[src/rtl/dtlb_pkg.sv]
package dtlb_pkg;
  typedef enum logic [1:0] {
    WALK_IDLE,
    WALK_REQ,
    WALK_WAIT
  } walk_state_e;
endpackage

[src/rtl/dtlb_array.sv]
module dtlb_array #(
  parameter int ENTRIES = 8,
  parameter int VPN_W   = 20,
  parameter int PFN_W   = 20,
  localparam int IDX_W  = $clog2(ENTRIES)
) (
  input  logic             clk_i,
  input  logic             rst_ni,
  input  logic [VPN_W-1:0] look_vpn_i,
  output logic             hit_o,
  output logic [IDX_W-1:0] hit_idx_o,
  output logic [PFN_W-1:0] hit_pfn_o,
  output logic             free_o,
  output logic [IDX_W-1:0] free_idx_o,
  input  logic             wr_en_i,
  input  logic [IDX_W-1:0] wr_idx_i,
  input  logic [VPN_W-1:0] wr_vpn_i,
  input  logic [PFN_W-1:0] wr_pfn_i
);
  logic [ENTRIES-1:0] vld;
  logic [ENTRIES-1:0] match;
  logic [PFN_W-1:0]   frm [ENTRIES];

  for (genvar g = 0; g < ENTRIES; g++) begin : g_ent
    logic             v_q;
    logic [VPN_W-1:0] t_q;
    logic [PFN_W-1:0] f_q;

    always_ff @(posedge clk_i or negedge rst_ni) begin
      if (!rst_ni) begin
        v_q <= 1'b0;
        t_q <= '0;
        f_q <= '0;
      end else if (wr_en_i && wr_idx_i == IDX_W'(g)) begin
        v_q <= 1'b1;
        t_q <= wr_vpn_i;
        f_q <= wr_pfn_i;
      end
    end

    assign vld[g]   = v_q;
    assign frm[g]   = f_q;
    assign match[g] = v_q && (t_q == look_vpn_i);
  end

  assign hit_o = |match;

  // tags are unique, so OR-reduction acts as a mux
  always_comb begin
    hit_idx_o = '0;
    hit_pfn_o = '0;
    for (int i = 0; i < ENTRIES; i++) begin
      if (match[i]) begin
        hit_idx_o = hit_idx_o | IDX_W'(i);
        hit_pfn_o = hit_pfn_o | frm[i];
      end
    end
  end

  // lowest-numbered invalid slot wins
  always_comb begin
    free_o     = 1'b0;
    free_idx_o = '0;
    for (int i = ENTRIES - 1; i >= 0; i--) begin
      if (!vld[i]) begin
        free_o     = 1'b1;
        free_idx_o = IDX_W'(i);
      end
    end
  end
endmodule

[src/rtl/dtlb_lru.sv]
module dtlb_lru #(
  parameter int ENTRIES = 8,
  localparam int IDX_W  = $clog2(ENTRIES)
) (
  input  logic             clk_i,
  input  logic             rst_ni,
  input  logic             touch_i,
  input  logic [IDX_W-1:0] touch_idx_i,
  output logic [IDX_W-1:0] lru_idx_o
);
  // ages form a permutation of 0..ENTRIES-1; 0 is most recent
  logic [IDX_W-1:0] age [ENTRIES];
  logic [IDX_W-1:0] ref_age;

  assign ref_age = age[touch_idx_i];

  for (genvar g = 0; g < ENTRIES; g++) begin : g_age
    always_ff @(posedge clk_i or negedge rst_ni) begin
      if (!rst_ni) begin
        age[g] <= IDX_W'(g);
      end else if (touch_i) begin
        if (touch_idx_i == IDX_W'(g)) age[g] <= '0;
        else if (age[g] < ref_age)    age[g] <= age[g] + 1'b1;
      end
    end
  end

  always_comb begin
    lru_idx_o = '0;
    for (int i = 0; i < ENTRIES; i++) begin
      if (age[i] == IDX_W'(ENTRIES - 1)) lru_idx_o = IDX_W'(i);
    end
  end
endmodule

[src/rtl/dtlb_walker.sv]
module dtlb_walker
  import dtlb_pkg::*;
#(
  parameter int VA_W       = 32,
  parameter int PA_W       = 32,
  parameter int PAGE_BYTES = 4096,
  parameter int ENTRIES    = 8,
  parameter int PTE_BYTES  = 4,
  parameter int PTE_W      = 32,
  parameter int TID_W      = 4
) (
  input  logic            clk_i,
  input  logic            rst_ni,
  input  logic            req_valid_i,
  input  logic [VA_W-1:0] req_vaddr_i,
  input  logic [TID_W-1:0] req_tid_i,
  output logic            busy_o,
  output logic            resp_valid_o,
  output logic            resp_hit_o,
  output logic [PA_W-1:0] resp_paddr_o,
  input  logic [PA_W-1:0] pt_base_i,
  output logic            mem_req_valid_o,
  input  logic            mem_req_ready_i,
  output logic [PA_W-1:0] mem_req_addr_o,
  input  logic            mem_resp_valid_i,
  input  logic [PTE_W-1:0] mem_resp_pte_i
);
  localparam int OFF_W  = $clog2(PAGE_BYTES);
  localparam int VPN_W  = VA_W - OFF_W;
  localparam int PFN_W  = PA_W - OFF_W;
  localparam int IDX_W  = $clog2(ENTRIES);
  localparam int PTE_SH = $clog2(PTE_BYTES);

  walk_state_e      st_q;
  logic [VPN_W-1:0] vpn_q;
  logic [OFF_W-1:0] off_q;
  logic             resp_valid_q, resp_hit_q;
  logic [PA_W-1:0]  resp_paddr_q;

  logic [VPN_W-1:0] look_vpn;
  logic [OFF_W-1:0] look_off;
  logic             hit, free;
  logic [IDX_W-1:0] hit_idx, free_idx, lru_idx, victim;
  logic [PFN_W-1:0] hit_pfn, new_pfn;
  logic             accept, fill, touch;
  logic [IDX_W-1:0] touch_idx;

  assign look_vpn = req_vaddr_i[VA_W-1:OFF_W];
  assign look_off = req_vaddr_i[OFF_W-1:0];
  assign accept   = req_valid_i && (st_q == WALK_IDLE);
  assign fill     = (st_q == WALK_WAIT) && mem_resp_valid_i;
  assign new_pfn  = mem_resp_pte_i[PFN_W-1:0];
  assign victim   = free ? free_idx : lru_idx;
  assign touch    = (accept && hit) || fill;
  assign touch_idx = fill ? victim : hit_idx;

  dtlb_array #(
    .ENTRIES (ENTRIES),
    .VPN_W   (VPN_W),
    .PFN_W   (PFN_W)
  ) u_array (
    .clk_i      (clk_i),
    .rst_ni     (rst_ni),
    .look_vpn_i (look_vpn),
    .hit_o      (hit),
    .hit_idx_o  (hit_idx),
    .hit_pfn_o  (hit_pfn),
    .free_o     (free),
    .free_idx_o (free_idx),
    .wr_en_i    (fill),
    .wr_idx_i   (victim),
    .wr_vpn_i   (vpn_q),
    .wr_pfn_i   (new_pfn)
  );

  dtlb_lru #(
    .ENTRIES (ENTRIES)
  ) u_lru (
    .clk_i       (clk_i),
    .rst_ni      (rst_ni),
    .touch_i     (touch),
    .touch_idx_i (touch_idx),
    .lru_idx_o   (lru_idx)
  );

  always_ff @(posedge clk_i or negedge rst_ni) begin
    if (!rst_ni) begin
      st_q         <= WALK_IDLE;
      vpn_q        <= '0;
      off_q        <= '0;
      resp_valid_q <= 1'b0;
      resp_hit_q   <= 1'b0;
      resp_paddr_q <= '0;
    end else begin
      resp_valid_q <= 1'b0;
      unique case (st_q)
        WALK_IDLE: begin
          if (accept) begin
            if (hit) begin
              resp_valid_q <= 1'b1;
              resp_hit_q   <= 1'b1;
              resp_paddr_q <= {hit_pfn, look_off};
            end else begin
              st_q  <= WALK_REQ;
              vpn_q <= look_vpn;
              off_q <= look_off;
            end
          end
        end
        WALK_REQ: begin
          if (mem_req_ready_i) st_q <= WALK_WAIT;
        end
        WALK_WAIT: begin
          if (mem_resp_valid_i) begin
            st_q         <= WALK_IDLE;
            resp_valid_q <= 1'b1;
            resp_hit_q   <= 1'b0;
            resp_paddr_q <= {new_pfn, off_q};
          end
        end
        default: st_q <= WALK_IDLE;
      endcase
    end
  end

  assign busy_o          = (st_q != WALK_IDLE);
  assign mem_req_valid_o = (st_q == WALK_REQ);
  assign mem_req_addr_o  = pt_base_i + (PA_W'(vpn_q) << PTE_SH);
  assign resp_valid_o    = resp_valid_q;
  assign resp_hit_o      = resp_hit_q;
  assign resp_paddr_o    = resp_paddr_q;

  logic unused_bits;
  assign unused_bits = ^{req_tid_i, mem_resp_pte_i[PTE_W-1:PFN_W]};
endmodule

[config.mk]
export PLATFORM = sky130hd
export DESIGN_NAME = dtlb_walker
export DESIGN_NICKNAME = d
export VERILOG_FILES = /design/src/rtl/dtlb_pkg.sv /design/src/rtl/dtlb_array.sv /design/src/rtl/dtlb_lru.sv /design/src/rtl/dtlb_walker.sv
export SDC_FILE = /design/constraint.sdc
export NUM_CORES = 1
export LEC_CHECK = 0
export ABC_CLOCK_PERIOD_IN_PS = 4450
export BUFFER_PORTS_ARGS = -buffer_cell sky130_fd_sc_hd__buf_2
export CAP_MARGIN = 20
export CORE_UTILIZATION = 54
export DETAILED_ROUTE_END_ITERATION = 10
export MAX_ROUTING_LAYER = met4
export PLACE_DENSITY_LB_ADDON = 0.2
export SLEW_MARGIN = 10
export SYNTH_ARGS = -nofsm -noshare
export SYNTH_HDL_FRONTEND = slang
export SYNTH_SLANG_ARGS = --single-unit
[constraint.sdc]
create_clock -name clk_i -period 4.45 [get_ports clk_i]
set_clock_uncertainty 0.2 [all_clocks]
set_input_delay 0.6675 -clock clk_i [delete_from_list [all_inputs] [get_ports clk_i]]
set_output_delay 0.6675 -clock clk_i [all_outputs]
set_load 0.02 [all_outputs]
# Yosys cells after proc, flatten, opt, wreduce, memory -nomap -nowiden
# Index checks and enable logic that the tools add are counted.
[totals]
reg_bits = 420
input_bits = 105
[classes]
add_sub_neg = 9
n_lt_le_gt_ge = 9
n_eq_ne = 36
n_mux = 76
n_bitwise = 9
n_reduce_logical = 45
[ops]
columns = ["cell", "count"]
rows = [
  ["== test 20 bit", 8],
  ["2-to-1 mux 20 bit", 8],
  ["OR 20 bit", 7],
  ["2-to-1 mux 3 bit", 36],
  ["2-to-1 mux 32 bit", 3],
  ["one-hot mux 32 bit (2 select lines)", 1],
  ["== test 3 bit, second input constant", 15],
  ["adder 32 x 22 -> 32 bit", 1],
  ["adder 3 x 1 -> 3 bit, second input constant", 8],
  ["less-than comparator 3 bit", 8],
  ["nonzero test 2 bit", 10],
  ["logical AND 1 bit", 19],
  ["2-to-1 mux 1 bit", 16],
  ["2-to-1 mux 2 bit", 8],
  ["AND reduction 2 bit", 8],
  ["== test 3 x 2 -> 1 bit, second input constant", 4],
  ["binary-select mux 3 bit (select 3 bit)", 1],
  ["!= test 2 bit, second input constant", 4],
  ["AND reduction 4 bit", 2],
  ["OR reduction 8 bit", 1],
  ["== test 3 x 1 -> 1 bit, second input constant", 2],
  ["logical NOT 3 bit", 2],
  ["one-hot mux 2 bit (3 select lines)", 1],
  ["greater-or-equal comparator 4 bit, second input constant", 1],
  ["other kinds (9)", 10],
]

# Logic depth before layout (Yosys ltp)
# Gate-level depths: netlist (run 1).
[logic_depth]
depth_word = 20
mapped_depth = 19

# Hierarchy
# Synthesis (run 1) repeated with hierarchy kept, for this count alone.
[hier_totals]
cells_unflattened = 1789
hier_area_um2 = 21753.4
[modules_own_cells]
columns = ["module", "instances", "cells_each", "area_each_um2"]
rows = [
  ["dtlb_array", 1, 1196, 15632.5],
  ["dtlb_walker", 1, 410, 4136.5],
  ["dtlb_lru", 1, 183, 1984.4],
]

# Worst setup path after synthesis (run 1)
# Ideal clock, no wire load.
[synth_timing]
path_type = "input to register"
startpoint = "input port req_vaddr_i[22]"
endpoint = "register u_lru.age[23] in the netlist's numbering"
setup_time_ns = 0.066
arrival_time_ns = 4.466
t_required_ns = 4.184
path_slack_ns = -0.282
cell_stages = 17
n_path_buf = 2
path_cell_list = "buf_2 xor2_1 nor4_1 nand4_1 nor4_4 nor2_1 a31oi_4 clkbuf_1 and2_1 a211oi_1 a311oi_1 a31oi_1 ha_1 or4_1 o21a_1 or4b_1 nand2_1"
[synth_via]
elab_chain_cells = 17
[synth_rtl]
columns = ["item", "line_no", "source"]
rows = [
  ["start: declaration", "dtlb_walker.sv:15", "input logic [VA_W-1:0] req_vaddr_i,"],
  ["== test 20 bit", "dtlb_array.sv:43", "assign match[g] = v_q && (t_q == look_vpn_i);"],
  ["logical AND 1 bit", "dtlb_array.sv:43", ""],
  ["2-to-1 mux 1 bit", "dtlb_array.sv:53", "if (match[i]) begin"],
  ["2-to-1 mux 2 bit (2 in a row)", "dtlb_array.sv:53", ""],
  ["2-to-1 mux 3 bit (4 in a row)", "dtlb_array.sv:53", ""],
  ["2-to-1 mux 3 bit", "dtlb_walker.sv:55", "assign touch_idx = fill ? victim : hit_idx;"],
  ["NOT 3 -> 4 bit (implied by the code)", "dtlb_lru.sv:15", "assign ref_age = age[touch_idx_i];"],
  ["binary-select mux 3 bit (select 3 bit)", "dtlb_lru.sv:15", ""],
  ["2-to-1 mux 3 bit (implied by the code) (2 in a row)", "dtlb_lru.sv:15", ""],
  ["less-than comparator 3 bit", "dtlb_lru.sv:23", "else if (age[g] < ref_age) age[g] <= age[g] + 1'b1;"],
  ["nonzero test 2 bit (no source line)", "-", ""],
  ["AND reduction 2 bit (no source line)", "-", ""],
  ["end signal: indexed assignment", "dtlb_lru.sv:20", "age[g] <= IDX_W'(g);"],
  ["end: declaration", "dtlb_lru.sv:12", "logic [IDX_W-1:0] age [ENTRIES];"],
]
# Parallel ways exist; a longest one is shown, timed or not. The select of a mux whose other input is x is not followed.
# A chain may end at the register's enable or synchronous reset.

# Worst setup path in the final report (run 1)
[layout_timing]
startpoint = "register vpn_q[0]"
endpoint = "output port mem_req_addr_o[26]"
[layout_via]
elab_chain_cells = 1
[layout_rtl]
columns = ["item", "line_no", "source"]
rows = [
  ["start: declaration", "dtlb_walker.sv:35", "logic [VPN_W-1:0] vpn_q;"],
  ["start signal: assignment", "dtlb_walker.sv:105", "vpn_q <= look_vpn;"],
  ["adder 32 x 22 -> 32 bit", "dtlb_walker.sv:128", "assign mem_req_addr_o = pt_base_i + (PA_W'(vpn_q) << PTE_SH);"],
  ["end: declaration", "dtlb_walker.sv:24", "output logic [PA_W-1:0] mem_req_addr_o,"],
]
# No other way between the ends.

==> results of run 1 <==
power by group through the flow:
stage | clock network (mW) | logic, mW | registers, mW
finish | 3.76 | 5.12 | 6.13
global route | 3.98 | 5.58 | 6.29
CTS | 3.82 | 5.08 | 6.11
detailed placement | 0 | 5.02 | 6.17
global placement | 0 | 4.87 | 6.09
floorplan | 0 | 3.35 | 6.04
cell type report:
cell class / count / area [um^2]
inverters: 20 / 75.1
fillers: 2922 / 13300
repair buffers: 267 / 1760
clock buffers: 62 / 1260
well taps: 511 / 639
clock inverters: 12 / 215
flip-flops and latches: 420 / 10500
diodes: 2 / 5.00
multi-input cells: 1135 / 9900
layer usage:
metal	up-vias	wire [um]	GRT usage
li1	6485	-	-
met1	7495	24400	0.405
met2	286	24700	0.436
met3	78	2410	0.0316
met4	0	1220	0.0904
met5	-	0	-
metrics by stage:
stage / hold WS (ns) / setup slack (ns)
after floorplan: 0.172 / 0.0000986
after global placement: 0.283 / -0.264
after detailed placement: 0.294 / -0.312
after CTS: 0.0614 / -0.0924
after global routing: 0.0799 / -0.234
final: 0.0815 / -0.0797
final timing paths:
| path | slack, ns | end | cells past startpoint |
|---|---|---|---|
| worst max-delay path | -0.08 | mem_req_addr_o[26] | 16 |
| worst min-delay path | 0.08 | st_q[1] | 2 |
| worst max register to register | 0.20 | u_lru.age[23] | 17 |
| worst min register to register | 0.30 | u_array.g_ent[6].t_q[1] | 2 |
| max in group asynchronous | 2.44 | u_array.g_ent[5].f_q[3] | 3 |
| min in group asynchronous | 0.49 | u_array.g_ent[4].t_q[3] | 2 |
cells by family after synthesis:
group                    count (synthesis)  share of synthesized area
flip-flops                             420                      0.510
multiplexers                           366                      0.199
AND/OR/NAND/NOR                        297                     0.0749
AO/OA/AOI/OAI                          233                     0.0817
XOR/XNOR                               187                     0.0794
buffers and inverters                  112                     0.0230
adder cells (fa/ha/maj)                 52                     0.0319
registers in the layout, summed over array words and instances (netlist names):
signal	flops
u_array.g_ent.f_q	160
u_array.g_ent.t_q	160
resp_paddr_o	32
u_lru.age	24
vpn_q	20
off_q	12
u_array.g_ent.v_q	8
st_q	2
resp_hit_o	1
resp_valid_o	1
cell usage after synthesis (all sizes together) (2+ instances only):
cell type,count
a22oi,41
nor3b,5
nand2,62
mux2i,11
a22o,34
o21bai,7
buf,29
and3,6
a31oi,17
ha,51
a211o,2
nor3,21
a211oi,3
and2,7
a21oi,39
a21boi,2
a21o,5
a221oi,20
or3,5
dfrtp,408
mux2,355
a311oi,2
xnor2,102
nor4,30
a31o,3
o211ai,7
nand2b,4
inv,20
dfstp,12
clkbuf,63
nor2b,2
nand4,46
o41ai,4
o21ai,37
nor2,82
nand3,19
xor2,85
or2,5
repair_timing:
item | 4_1_cts | 5_1_grt
endpoints found under the setup margin | 10 | 30
setup buffers | 1 | 1
pin swaps | 15 | 18
hold buffers | 1 | 0
endpoints found under the hold margin | 73 | 0
resized for setup | 13 | 16
==> out/qor.tcl, run 1 <==
set qor(chipWidth_um) 197
set qor(mostFrequentLayoutCell) {dfrtp_1}
set qor(synth_edf_count) 0
set qor(p_switching_mw) 5.26
set qor(layout_common_cells) {dfrtp_1, mux2_2, buf_2}
set qor(num-nets-final) 2046
set qor(critPathRequiredTime_ns) 3.58
set qor(max-slew-margin-rel) 0.493
set qor(stdcell_area_mm2) 0.0244
set qor(rsz0062_at_grt) {yes}
set qor(crit_path_start_kind) {flop}
set qor(power_report.internal_total_mw) 9.75
set qor(worst_setup_hold_path_clk_slew_ns) 0.06
set qor(worstHoldStart) {mem_resp_valid_i}
set qor(drt_drc_violations_left) 0
set qor(placedInstanceArea_mm2) 0.0228
set qor(worstHoldPathType) {in -> reg}
set qor(number_of_cell_rows) 71
set qor(port_buffers) 152
set qor(proportion_of_power_drawn_by_flip_flops_and_latches) 0.409
set qor(tritoncts_buffers) 45
set qor(grt_pass1_vias) 14555
set qor(crit_arrival_ns) 3.66
set qor(die-area_mm2) 0.0390
set qor(dp.cells) 2350
set qor(gp_congestion) 0.871
set qor(worst_path_max_fanout) 5
set qor(cts.htree.levels) 2
set qor(path_class) {reg -> out}
set qor(route.detailed.vias_per_inst) 5.91
set qor(cp-startpoint) {vpn_q[0]}
set qor(ys_ff_latch) 420
set qor(clkLatencyLatePin_ns) 0.59
set qor(initial_antenna_violation_count) 2
set qor(gr-total-overflow) 0
set qor(ant_nets_after_route) 0
set qor(max-vdd-ir-drop_mv) 0.365
set qor(grtUsageTotal) 0.287
set qor(cap_viol_max_count) 0
set qor(power.share.combinational) 0.341
set qor(post_synth_inst_count) 1667
set qor(initial_core_util) 0.548
set qor(timing.fmax_mhz) 221
set qor(layout-drive-gt1-share) 0.401
set qor(violations) {negative setup slack}
set qor(power.density_mw_per_mm2) 616
set qor(min_period_ns) 4.53
set qor(syn-cell-area_mm2) 0.0206
set qor(rr_startpoint) {u_lru.age[0]}
set qor(clock_tree.buffer_depth) 3
set qor(synth_warnings) 0
set qor(die_h_um) 197
set qor(share_clk_of_total_power) 0.250
set qor(fin_cells) 2429
set qor(first_iter_violations) 746
set qor(critical_path.n_buffers_inverters) 3
set qor(status) {finished, violations left}
set qor(timing.final.crit_share) 1.02
set qor(finalHoldViolCount) 0
set qor(p_leak_nw) 11.5
set qor(grt_pass1_wl_um) 83200
set qor(timing.critical_path.cells) {ha_2 -> inv_2 -> fa_2 -> inv_2 -> a21oi_2 -> o21bai_1 -> and2_4 -> o211ai_1 -> nand3_1 -> o211ai_1 -> a21oi_2 -> nor2_1 -> a211o_1 -> nor2_1 -> xor2_1 -> buf_4}
set qor(seq_area_frac_synth) 0.510
set qor(tritoncts) {done}
set qor(pin_count_of_the_biggest_net_entering_global_routing) 87
set qor(ctsRootBufferMaster) {clkbuf_16}
set qor(detailroute.via_count) 14344
set qor(final.setup.worst_slack_ns) -0.0797
set qor(post_synth_main_area_contributors) {dfrtp_1, mux2_2, xnor2_1}
set qor(synth.avg_cell_area_um2) 12.4
set qor(standard_cell_with_the_maximum_stage_delay_on_the_critical_path) {dfrtp_1}
set qor(synth_ff_type) {dfrtp_1}
set qor(setup_viol) 4
set qor(finalSetupTns_ns) -0.244
set qor(syn_to_final_growth_pct) 18.2
set qor(yosysUniqueCellTypes) 64
set qor(final_max_slew_viol_count) 0
set qor(slowest_delay_ns) 0.38
set qor(tightestPinTransition_ns) 0.761
set qor(route.detailed.wl_per_inst_um) 21.7
set qor(power_switching_share) 0.350
set qor(asyncSetResetFlopFracSynth) 1.00
set qor(worst_path_dominant_cell_family) {compound AO/OA/AOI/OAI gates}
set qor(detail_route.first_pass.iterations) 5
set qor(wirelength_um) 52700
set qor(synthesis.nets) 1824
set qor(tritoncts_num_sinks) 420
set qor(yosys.area.top_type) {dfrtp_1}
set qor(area_fraction_of_the_dominant_cell_type_after_synthesis) 0.495
set qor(power.total_mw) 15.0
set qor(critical_path_sink_type) {output port}
set qor(i_o_pins) 173
set qor(fin_util) 0.647
set qor(core_mm2) 0.0377
set qor(hpwlAfterDp_um) 34900
Power figures use the tool's default switching activity.
==> run 2, diff against run 1 <==
--- a/config.mk
+++ b/config.mk
@@ -7,7 +7,6 @@
 export LEC_CHECK = 0
 export ABC_CLOCK_PERIOD_IN_PS = 4450
 export BUFFER_PORTS_ARGS = -buffer_cell sky130_fd_sc_hd__buf_2
-export CAP_MARGIN = 20
 export CORE_UTILIZATION = 54
 export DETAILED_ROUTE_END_ITERATION = 10
 export MAX_ROUTING_LAYER = met4
@@ -16,3 +15,4 @@
 export SYNTH_ARGS = -nofsm -noshare
 export SYNTH_HDL_FRONTEND = slang
 export SYNTH_SLANG_ARGS = --single-unit
+export TNS_END_PERCENT = 30
==> run 2 against run 1 <==
  * The flow still finishes with violations (negative setup slack)
  * Fmax about the same
  * Non-clock buffer count unchanged
  * Global-route usage hardly changed
  * Utilization unchanged
  * Via count rose by 0.26%
  * Power about the same
  * Die area unchanged
  * Routed wire length is essentially flat
  * Highest routed layer unchanged
==> out/qor.tcl, run 2 (synthesized netlist as in run 1, its figures left out) <==
set qor(slowest_delay_ns) 0.38 ;# about the same
set qor(crit_path_start_kind) {flop} ;# unchanged
set qor(worst_path_max_fanout) 5 ;# unchanged
set qor(grt_pass1_vias) 14552 ;# was 14555
set qor(critical_path_sink_type) {output port} ;# unchanged
set qor(port_buffers) 152 ;# unchanged
set qor(worst_setup_hold_path_clk_slew_ns) 0.06 ;# about the same
set qor(fin_util) 0.647 ;# unchanged
set qor(wirelength_um) 52700 ;# about the same
set qor(max-vdd-ir-drop_mv) 0.365 ;# about the same
set qor(detail_route.first_pass.iterations) 5 ;# unchanged
set qor(tritoncts_num_sinks) 420 ;# unchanged
set qor(initial_core_util) 0.548 ;# unchanged
set qor(dp_worst_setup_slack_ns) -0.312 ;# unchanged
set qor(cp-startpoint) {vpn_q[0]} ;# unchanged
set qor(detailroute.via_count) 14381 ;# was 14344
set qor(gr-total-overflow) 0 ;# unchanged
set qor(tritoncts) {done} ;# unchanged
set qor(min_period_ns) 4.53 ;# about the same
set qor(clkLatencyLatePin_ns) 0.59 ;# about the same
set qor(die-area_mm2) 0.0390 ;# unchanged
set qor(power.density_mw_per_mm2) 616 ;# about the same
set qor(drt_drc_violations_left) 0 ;# unchanged
set qor(rsz0062_at_grt) {yes} ;# unchanged
set qor(violations) {negative setup slack} ;# unchanged
set qor(i_o_pins) 173 ;# unchanged
set qor(syn_to_final_growth_pct) 18.2 ;# unchanged
set qor(layout_common_cells) {dfrtp_1, mux2_2, buf_2} ;# unchanged
set qor(timing.fmax_mhz) 221 ;# about the same
set qor(cts.htree.levels) 2 ;# unchanged
set qor(rr_startpoint) {u_array.g_ent[6].t_q[1]} ;# was u_lru.age[0]
set qor(crit_arrival_ns) 3.66 ;# about the same
set qor(chipWidth_um) 197 ;# unchanged
set qor(setup_viol) 4 ;# unchanged
set qor(finalHoldViolCount) 0 ;# unchanged
set qor(number_of_cell_rows) 71 ;# unchanged
set qor(ant_nets_after_route) 0 ;# unchanged
set qor(cap_viol_max_count) 0 ;# unchanged
set qor(pin_count_of_the_biggest_net_entering_global_routing) 87 ;# unchanged
set qor(hold-worst-slack_ns) 0.0825 ;# was 0.0815 ns
set qor(grtUsageTotal) 0.287 ;# about the same
set qor(status) {finished, violations left} ;# unchanged
set qor(num-nets-final) 2046 ;# unchanged
set qor(die_h_um) 197 ;# unchanged
set qor(final.setup.worst_slack_ns) -0.0796 ;# was -0.0797 ns
set qor(initial_antenna_violation_count) 2 ;# unchanged
set qor(max-slew-margin-rel) 0.492 ;# was 0.493
set qor(hpwlAfterDp_um) 34900 ;# unchanged
set qor(tightestPinTransition_ns) 0.762 ;# was 0.761 ns
set qor(finalSetupTns_ns) -0.244 ;# about the same
set qor(core_mm2) 0.0377 ;# unchanged
set qor(mostFrequentLayoutCell) {dfrtp_1} ;# unchanged
set qor(clock_tree.buffer_depth) 3 ;# unchanged
set qor(last_element_of_the_critical_path) {mem_req_addr_o[26]} ;# unchanged
set qor(route.detailed.vias_per_inst) 5.92 ;# was 5.91
set qor(worstHoldPathType) {in -> reg} ;# unchanged
set qor(path_class) {reg -> out} ;# unchanged
set qor(route.detailed.wl_per_inst_um) 21.7 ;# about the same
set qor(final_max_slew_viol_count) 0 ;# unchanged
set qor(grt_pass1_wl_um) 83200 ;# about the same
set qor(timing.final.crit_share) 1.02 ;# about the same
set qor(r2r_setup_slack_ns) 0.19 ;# was 0.20 ns
set qor(tritoncts_buffers) 45 ;# unchanged
set qor(layout-drive-gt1-share) 0.401 ;# unchanged
set qor(standard_cell_with_the_maximum_stage_delay_on_the_critical_path) {dfrtp_1} ;# unchanged
set qor(timing.rr.end) {u_lru.age[23]} ;# unchanged
set qor(count_of_cells_along_the_worst_register_to_register_path) 17 ;# unchanged
set qor(ctsRootBufferMaster) {clkbuf_16} ;# unchanged
set qor(gp_congestion) 0.871 ;# unchanged
set qor(critPathRequiredTime_ns) 3.58 ;# about the same
set qor(p_leak_nw) 11.5 ;# unchanged
set qor(first_iter_violations) 746 ;# unchanged
set qor(timing.critical_path.cells) {ha_2 -> inv_2 -> fa_2 -> inv_2 -> a21oi_2 -> o21bai_1 -> and2_4 -> o211ai_1 -> nand3_1 -> o211ai_1 -> a21oi_2 -> nor2_1 -> a211o_1 -> nor2_1 -> xor2_1 -> buf_4} ;# unchanged
[run 2: cell counts in the layout (fill, tap and decap cells not counted)]
Identical to the previous run, type by type.
[run 2: per-layer routing]
metal | share of wire | GRT usage | wire length (um) | up-vias
li1 | - | - | - | 6488
met1 | 0.46 | 0.405 | 24500 | 7518
met2 | 0.47 | 0.436 | 24700 | 299
met3 | 0.044 | 0.0316 | 2330 | 76
met4 | 0.023 | 0.0904 | 1190 | 0
met5 | 0 | - | 0 | -
[run 2: report_power, final]
part | leakage [nW] | internal (mW) | total (mW) | switching (mW)
sequential | 5.47 | 5.10 | 6.13 | 1.03
clock | 0.721 | 2.22 | 3.76 | 1.54
combinational | 5.34 | 2.43 | 5.13 | 2.69
[run 2: area by class of cell]
type	count	area, um^2
antenna	2	5.00
clock buffer	62	1260
clock inverter	12	215
tap	511	639
inverter	20	75.1
sequential	420	10500
multi-input combinational	1135	9900
timing repair buffer	267	1760
fill	2922	13300
[run 2: worst min path at each step]
stage	startpoint	endpoint	slack, ns	cells after the start
3_3_place_gp	resp_hit_o	resp_hit_o	0.28	2
3_5_place_dp	u_array.g_ent[6].f_q[17]	u_array.g_ent[6].f_q[17]	0.29	1
6_report	mem_resp_valid_i	st_q[1]	0.08	2
4_1_cts	mem_resp_valid_i	st_q[1]	0.06	2
5_1_grt	mem_resp_valid_i	st_q[1]	0.08	2
2_1_floorplan	rst_ni	off_q[0]	0.17	0
[run 2: through the flow]
stage | cell area, um^2 | cells | total power, mW
after floorplan | 20800 | 1667 | 9.39
after global placement | 22800 | 2350 | 11.0
after detailed placement | 22800 | 2350 | 11.2
after CTS | 24300 | 2426 | 15.0
after global routing | 24400 | 2429 | 15.8
final | 24400 | 2429 | 15.0
[run 2: critical path, delay by kind of cell (launching register included)]
| kind | cells | cell delay (ns) |
|---|---|---|
| AO/OA/AOI/OAI | 6 | 1.10 |
| XOR/XNOR | 1 | 0.16 |
| adder cells (fa/ha/maj) | 2 | 0.56 |
| buffers and inverters | 3 | 0.26 |
| flip-flops | 1 | 0.38 |
| AND/OR/NAND/NOR | 4 | 0.61 |
[run 2: repair_timing]
| item | CTS | global route |
|---|---|---|
| resized for setup | 11 | 18 |
| gates cloned | 0 | 0 |
| hold buffers | 1 | 0 |
| endpoints found under the setup margin | 10 | 32 |
| endpoints found under the hold margin | 73 | 0 |
| buffers inserted | 1 | 1 |
| pin swaps | 15 | 18 |
